`config.mk`:
```
export PLATFORM = sky130hd
export DESIGN_NAME = cnt_status_flags
export DESIGN_NICKNAME = d
export VERILOG_FILES = /design/src/rtl/cnt_status_flags.sv
export SDC_FILE = /design/constraint.sdc
export NUM_CORES = 1
export LEC_CHECK = 0
export ABC_CLOCK_PERIOD_IN_PS = 2000
export BUFFER_PORTS_ARGS = -buffer_cell sky130_fd_sc_hd__buf_2
export CAP_MARGIN = 20
export CORE_AREA = 2 2 39 41
export DETAILED_ROUTE_END_ITERATION = 8
export DIE_AREA = 0 0 41 43
export PLACE_DENSITY = 0.65
export SLEW_MARGIN = 20
export SYNTH_ARGS = -nofsm -noshare
export SYNTH_HDL_FRONTEND = slang
export SYNTH_SLANG_ARGS = --single-unit
```
`constraint.sdc`:
```
create_clock -name clk -period 2 [get_ports clk]
set_clock_uncertainty 0.1 [all_clocks]
set_input_delay 0.2 -clock clk [delete_from_list [all_inputs] [get_ports clk]]
set_output_delay 0.2 -clock clk [all_outputs]
set_load 0.02 [all_outputs]
```
`src/rtl/cnt_status_flags.sv`:
```
module cnt_status_flags (
  input  logic       clk,
  input  logic       rst_n,
  input  logic       master_clr,
  input  logic       ev_carry,
  input  logic       ev_borrow,
  input  logic       ev_compare,
  input  logic       idx_active,
  input  logic       cnt_enabled,
  input  logic       dir_up,
  input  logic       went_negative,
  input  logic       went_positive,
  input  logic       cmd_clr_status,
  input  logic       cmd_sign_set,
  input  logic       cmd_sign_clr,
  input  logic [3:0] flag_mask,
  input  logic       flga_pulse,
  input  logic [1:0] flgb_sel,
  output logic [7:0] status,
  output logic       flga_n,
  output logic       flgb
);

  logic [3:0] events;
  logic [3:0] sticky;
  logic       sign_q;
  logic       pulse_q;

  assign events = {ev_carry, ev_borrow, ev_compare, idx_active};

  always_ff @(posedge clk or negedge rst_n) begin
    if (!rst_n)              sticky <= '0;
    else if (master_clr)     sticky <= '0;
    else if (cmd_clr_status) sticky <= events;
    else                     sticky <= sticky | events;
  end

  always_ff @(posedge clk or negedge rst_n) begin
    if (!rst_n)             sign_q <= 1'b0;
    else if (master_clr)    sign_q <= 1'b0;
    else if (cmd_sign_set)  sign_q <= 1'b1;
    else if (cmd_sign_clr)  sign_q <= 1'b0;
    else if (went_negative) sign_q <= 1'b1;
    else if (went_positive) sign_q <= 1'b0;
  end

  always_ff @(posedge clk or negedge rst_n) begin
    if (!rst_n)          pulse_q <= 1'b0;
    else if (master_clr) pulse_q <= 1'b0;
    else                 pulse_q <= |(events & flag_mask);
  end

  assign status = {sticky, cnt_enabled, 1'b0, dir_up, sign_q};
  assign flga_n = flga_pulse ? ~pulse_q : ~|(sticky & flag_mask);

  always_comb begin
    case (flgb_sel)
      2'b01:   flgb = sign_q;
      2'b10:   flgb = dir_up;
      default: flgb = 1'b1;
    endcase
  end

endmodule


```
==> flow_summary.ini, run 1 <==
[placement]
pre_cts_ws_ns = 0.660
dp_cells = 76
portBuffers = 27
gp_congestion = 0.772
post-dp-hpwl_um = 708

[logic_synthesis]
syn_avg_cell_area_sq_um = 9.10
mappedNetlistNets = 60
synth_common_cells = a21oi_1, dfrtp_1, inv_1
synth_xor_area_share_pct = 0
synthSimpleGateAreaFrac_pct = 7.81
synthMuxAreaShare_pct = 0
synth_seq_cells = 6
synth_top_family_by_area = compound AO/OA/AOI/OAI gates
syn_area_sq_um = 337
synth_top_area_cell = dfrtp_1
synth-compound-area-share_pct = 24.5
async_reset_ff_share_pct = 100
ys_top_cells_by_area = dfrtp_1, a21oi_1, a22oi_1
yosys.area_share.adder_pct = 7.43
synth_edf_count = 0
syn_inst = 37
ys.flop_type = dfrtp_1
ys_types = 13
yosysWarnings = 0
ys_seq_area_share_pct = 44.6
synth_top_area_share_pct = 44.6

[final_layout]
final_nets = 89
instances_no_fill = 80
drive_above_1_share_pct = 46.9
antenna_cells = 0
num-fill-cells = 152
area_growth_pct = 46.8

[timing]
rsz0062_at_grt = no
worst_slack_ns = 0.549
setup_violations = 0
fmax_mhz = 689
finalCriticalPeriod_ns = 1.45
tns_ns = 0
maxSlewViolCount = 0
finalHoldViolCount = 0
period_share_pct = 72.6

[setup_path]
crit_chain = a22oi_1 > nand3_1 > o21ai_0 > buf_2
worstReg2RegStart = sign_q
crit_family = flip-flops
worstPathMaxFanout = 3
cp-start-kind = register
arrival_ns = 1.15
slowest_stage = dfrtp_1
end_kind = primary output
crit_buf_inv = 1
ff2ff_path_depth = 3
critPathRequiredTime_ns = 1.70
worstSetupPathType = reg -> out
worst_path_largest_cell_delay_ns = 0.38
worstReg2RegEnd = sign_q
r2r_setup_slack_ns = 1.07

[route]
wl_met1_um = 323
top_layer_used = met4
routed-via-count = 347
wl_per_cell_um = 10.2
dr_wl_met3_um = 60
drc = 0
vias_per_cell = 4.34
ant_nets = 0
firstDrtPassIters = 2
wl_um = 816
drt_iter0_markers = 1
met2_length_um = 424

[die]
floorplan.rows = 14
ios = 31
dieArea_sq_mm = 0.00176
initial_core_util_pct = 24.3
core_area_sq_mm = 0.00138
die_w_um = 41
fp.dieH_um = 43

[global_routing]
overflow = 0
grt_max_degree = 7
track_usage_pct = 11.7
grt_antenna_before_repair = 0
grt_pass1_vias = 357
grt_pass1_wl_um = 1310

[power]
p_leak_nw = 0.287
p_per_area_mw_per_mm2 = 647
vdd_drop_max_mv = 0.268

[flow_run]
max_cap_viol_count = 0

[clocking]
numCtsBuffers = 3
cts.root.buffer_cell = clkbuf_4
cts.sinks = 6
clkTransAtPathRegs_ns = 0.04
htreeDepth = 1
clock_tree.buffer_depth = 2
clock_latency_ns = 0.24
cts_tree = built
post_cts_buffers = 0

[run_status]
status = complete, no violations

[worst_hold_path]
min_delay_worst_endpoint = sign_q
hold_path_depth = 3
hold_class = in -> reg
hp-start = cmd_sign_set
-- flip-flops by register name, indices dropped and copies added (netlist names) --
register / count
pulse_q: 1
sign_q: 1
sticky: 4
-- final cells by class --
type | instances | area [sq um] | area share, %
Multi-Input combinational cell | 22 | 138 | 27.8
Tap cell | 16 | 20.0 | 4.05
Timing Repair Buffer | 28 | 145 | 29.4
Inverter | 5 | 18.8 | 3.80
Clock buffer | 3 | 22.5 | 4.56
Sequential cell | 6 | 150 | 30.4
-- report_power, final --
part	switching (mW)	leakage, nW	total [mW]	internal (mW)
Clock	0.0399	0.0138	0.107	0.0676
Combinational	0.0433	0.198	0.0777	0.0344
Sequential	0.00492	0.0759	0.135	0.130
-- worst max-delay path by stage --
stage / depth (start not counted) / endpoint / from / slack [ns]
2_1_floorplan: 3 / flga_n / sticky[1] / 0.76
3_3_place_gp: 5 / flgb / flgb_sel[0] / 0.71
3_5_place_dp: 5 / flgb / flgb_sel[0] / 0.66
4_1_cts: 4 / flga_n / sticky[1] / 0.54
5_1_grt: 4 / flga_n / sticky[0] / 0.44
6_report: 4 / flga_n / sticky[1] / 0.55
-- worst register-to-register path, stage by stage (launching register included) --
cell	delay (ns)
dfrtp_1	0.38
nor2b_1	0.13
o21bai_1	0.12
a21oi_1	0.08
-- routing by layer --
layer  vias up  global-route usage [%]
met5         -                       0
met4         0                    10.0
met1       154                    10.9
met3         2                    4.71
li1        176                       -
met2        15                    18.4
-- cell usage in the layout (no fill, tap or decap) --
cell type,count
a21oi_1,6
a221o_1,1
a22oi_1,4
buf_2,27
clkbuf_4,3
conb_1,1
dfrtp_1,6
dlygate4sd3_1,1
ha_1,2
inv_1,5
nand3_1,1
nor2_1,4
nor2b_1,1
o21ai_0,1
o21bai_1,1
-- logic make-up after synthesis --
group                      after synthesis
buffers and inverters                    9
other                                    1
DFF                                      6
adders and majority gates                2
and+or+nand+nor                          6
AOI/OAI and AO/OA                       13
-- metrics by stage --
step	power (mW)	utilization (%)	hold slack, ns	cell area (sq um)
3_5_place_dp	0.214	33.4	-0.0695	462
6_report	0.320	35.7	0.0876	494
2_1_floorplan	0.181	-	-0.196	337
5_1_grt	0.344	35.7	0.0906	494
3_3_place_gp	0.213	33.4	-0.0718	462
4_1_cts	0.328	35.7	0.0858	494
-- timing repair --
item,in CTS,in global routing
gates resized for setup,0,0
hold buffers,1,0
hold endpoints to repair,6,0
(Power assumes the default switching activity.)
==> run 2: changes to the inputs <==
Settings changed: ABC_AREA set to 1, ABC_CLOCK_PERIOD_IN_PS 2000 to 1400, PLACE_DENSITY 0.65 to 0.69.
Clock period 2 ns to 1.4 ns, I/O delays scaled along.
==> run 2 against run 1 <==
Global-route usage is 1.2 points lower. Power up 46%. Die area unchanged. Sequential share of layout area shrank 2.7 points. Critical path type unchanged.
==> flow_summary.ini, run 2 <==
[clocking]
post_cts_buffers = 0
clkTransAtPathRegs_ns = 0.05
cts.sinks = 6
cts_tree = built
clock_latency_ns = 0.24
numCtsBuffers = 3
htreeDepth = 1
cts.root.buffer_cell = clkbuf_4
clock_tree.buffer_depth = 2

[setup_path]
endpoint = flga_n
critPathRequiredTime_ns = 1.16
r2r_setup_slack_ns = 0.59
worstReg2RegStart = sticky[2]
arrival_ns = 1.06
end_kind = primary output
cp-start-kind = register
crit_start = sticky[3]
worstPathMaxFanout = 3
worstReg2RegEnd = sticky[2]
ff2ff_path_depth = 2
worstSetupPathType = reg -> out

[final_layout]
drive_above_1_share_pct = 36.1
layout_commonest_cell = buf_2
top_regs = sticky: 4 flops, pulse_q: 1 flops, sign_q: 1 flops
top_register = sticky
largest_reg_flops = 4
fin_area_sq_um = 543
antenna_cells = 0
area_growth_pct = 40.9
num-fill-cells = 153
layout_common_cells = buf_2, nand2_1, nor2_1
final_nets = 108
instances_no_fill = 99
utilization_pct = 39.2

[route]
firstDrtPassIters = 3
ant_nets = 0
drc = 0
drt_iter0_markers = 7
wl_um = 852
routed-via-count = 418
wl_per_cell_um = 8.61
vias_per_cell = 4.22

[placement]
pre_cts_ws_ns = 0.298
post-dp-hpwl_um = 722
portBuffers = 27
gp_congestion = 0.596
dp_cells = 95
placed_cell_area_sq_um = 510

[global_routing]
grt_pass1_wl_um = 1220
grt_antenna_before_repair = 0
grt_pass1_vias = 323
track_usage_pct = 10.5
overflow = 0
grt_max_degree = 8

[timing]
setup_violations = 0
finalHoldViolCount = 0
fmax_mhz = 767
period_share_pct = 93.2
rsz0062_at_grt = no
finalCriticalPeriod_ns = 1.30
worst_slack_ns = 0.0955
tns_ns = 0
maxSlewViolCount = 0

[power]
pwr-share-clk_pct = 33.2
pwr-share-comb_pct = 25.6
p_switching_mw = 0.136
p_int_mw = 0.333
p_leak_nw = 0.347
p_seq_share_pct = 41.1
swShare_pct = 29.0
p_per_area_mw_per_mm2 = 862
vdd_drop_max_mv = 0.370

[worst_hold_path]
hold_path_depth = 3
hold_class = in -> reg

[logic_synthesis]
syn_avg_cell_area_sq_um = 6.88
synth_edf_count = 0
synth_top_area_cell = dfrtp_1
synth_top_area_share_pct = 39.0
async_reset_ff_share_pct = 100
synth_seq_cells = 6
mappedNetlistNets = 79
synth_most_common_cell = nand2_1
synth_common_cells = nand2_1, nor2_1, inv_1
yosysWarnings = 0
syn_area_sq_um = 385
ys_seq_area_share_pct = 39.0
ys.flop_type = dfrtp_1
syn_inst = 56
ys_types = 11
ys_top_cells_by_area = dfrtp_1, nand2_1, nor2_1

[die]
ios = 31
die_w_um = 41
initial_core_util_pct = 27.8
dieArea_sq_mm = 0.00176
fp.dieH_um = 43
floorplan.rows = 14
core_area_sq_mm = 0.00138

[flow_run]
max_cap_viol_count = 0

[run_status]
status = complete, no violations
==> run 2: cell count changes after synthesis <==
cell     delta
a221o_1     -1
nor2b_1     -1
or2_0       +1
inv_1       +3
o21ai_0     -1
nand4_1     +1
nor2_1      +6
a21oi_1     -1
nand2_1    +17
nand3_1     -1
a22oi_1     -4
==> run 2: critical path: stages, from the launching register on <==
cell and delay, ns:
dfrtp_1 0.38, nand2_1 0.07, inv_1 0.04, nor2_1 0.09, nand2_1 0.06, nand2_1 0.05
buf_2 0.15
==> run 2: power groups by stage <==
stage | Combinational [mW] | Sequential [mW] | Clock, mW
after global routing | 0.136 | 0.193 | 0.171
after CTS | 0.122 | 0.192 | 0.165
final | 0.120 | 0.193 | 0.156
after floorplan | 0.0628 | 0.203 | 0
after global placement | 0.116 | 0.195 | 0
after detailed placement | 0.119 | 0.195 | 0
==> run 2: area by class of cell <==
class | count | area (sq um) | area share (%)
clock buffer | 3 | 22.5 | 4.15
sequential | 6 | 150 | 27.6
inverter | 8 | 30.0 | 5.53
timing repair buffer | 28 | 145 | 26.7
tap | 16 | 20.0 | 3.69
multi-input combinational | 38 | 175 | 32.3
==> run 2: kinds of logic (layout without fill, tap and decap cells) <==
logic type,Yosys count,after routing,share of synthesized area (%)
buffers and inverters,12,39,15.6
AOI/OAI and AO/OA,6,6,8.44
adders and majority gates,2,2,6.49
other,1,1,0.973
and+or+nand+nor,29,29,29.5
DFF,6,6,39.0
==> run 2: repair_timing <==
| action | CTS | global route |
|---|---|---|
| hold buffers | 1 | 0 |
| resized for setup | 0 | 0 |
| hold endpoints to repair | 6 | 0 |
==> run 2: worst min path at each step <==
stage	start	endpoint	slack, ns
6_report	ev_compare	sticky[1]	0.03
4_1_cts	ev_compare	sticky[1]	0.02
3_5_place_dp	rst_n	sticky[0]	-0.13
2_1_floorplan	rst_n	pulse_q	-0.26
5_1_grt	idx_active	sticky[0]	0.04
3_3_place_gp	rst_n	sticky[0]	-0.13
==> run 2: routing by layer <==
metal  up-vias  GRT usage (%)  routed length, um
li1        219              -                  -
met1       181           13.4                364
met2        18           13.4                400
met3         0           4.19                 87
met4         0           8.00                  0
met5         -              0                  0
==> run 2: stage by stage <==
| stage | hold WS (ns) | power (mW) |
|---|---|---|
| detailed placement | -0.127 | 0.314 |
| finish | 0.0288 | 0.468 |
| CTS | 0.0250 | 0.479 |
| floorplan | -0.256 | 0.266 |
| global placement | -0.130 | 0.311 |
| global route | 0.0411 | 0.500 |
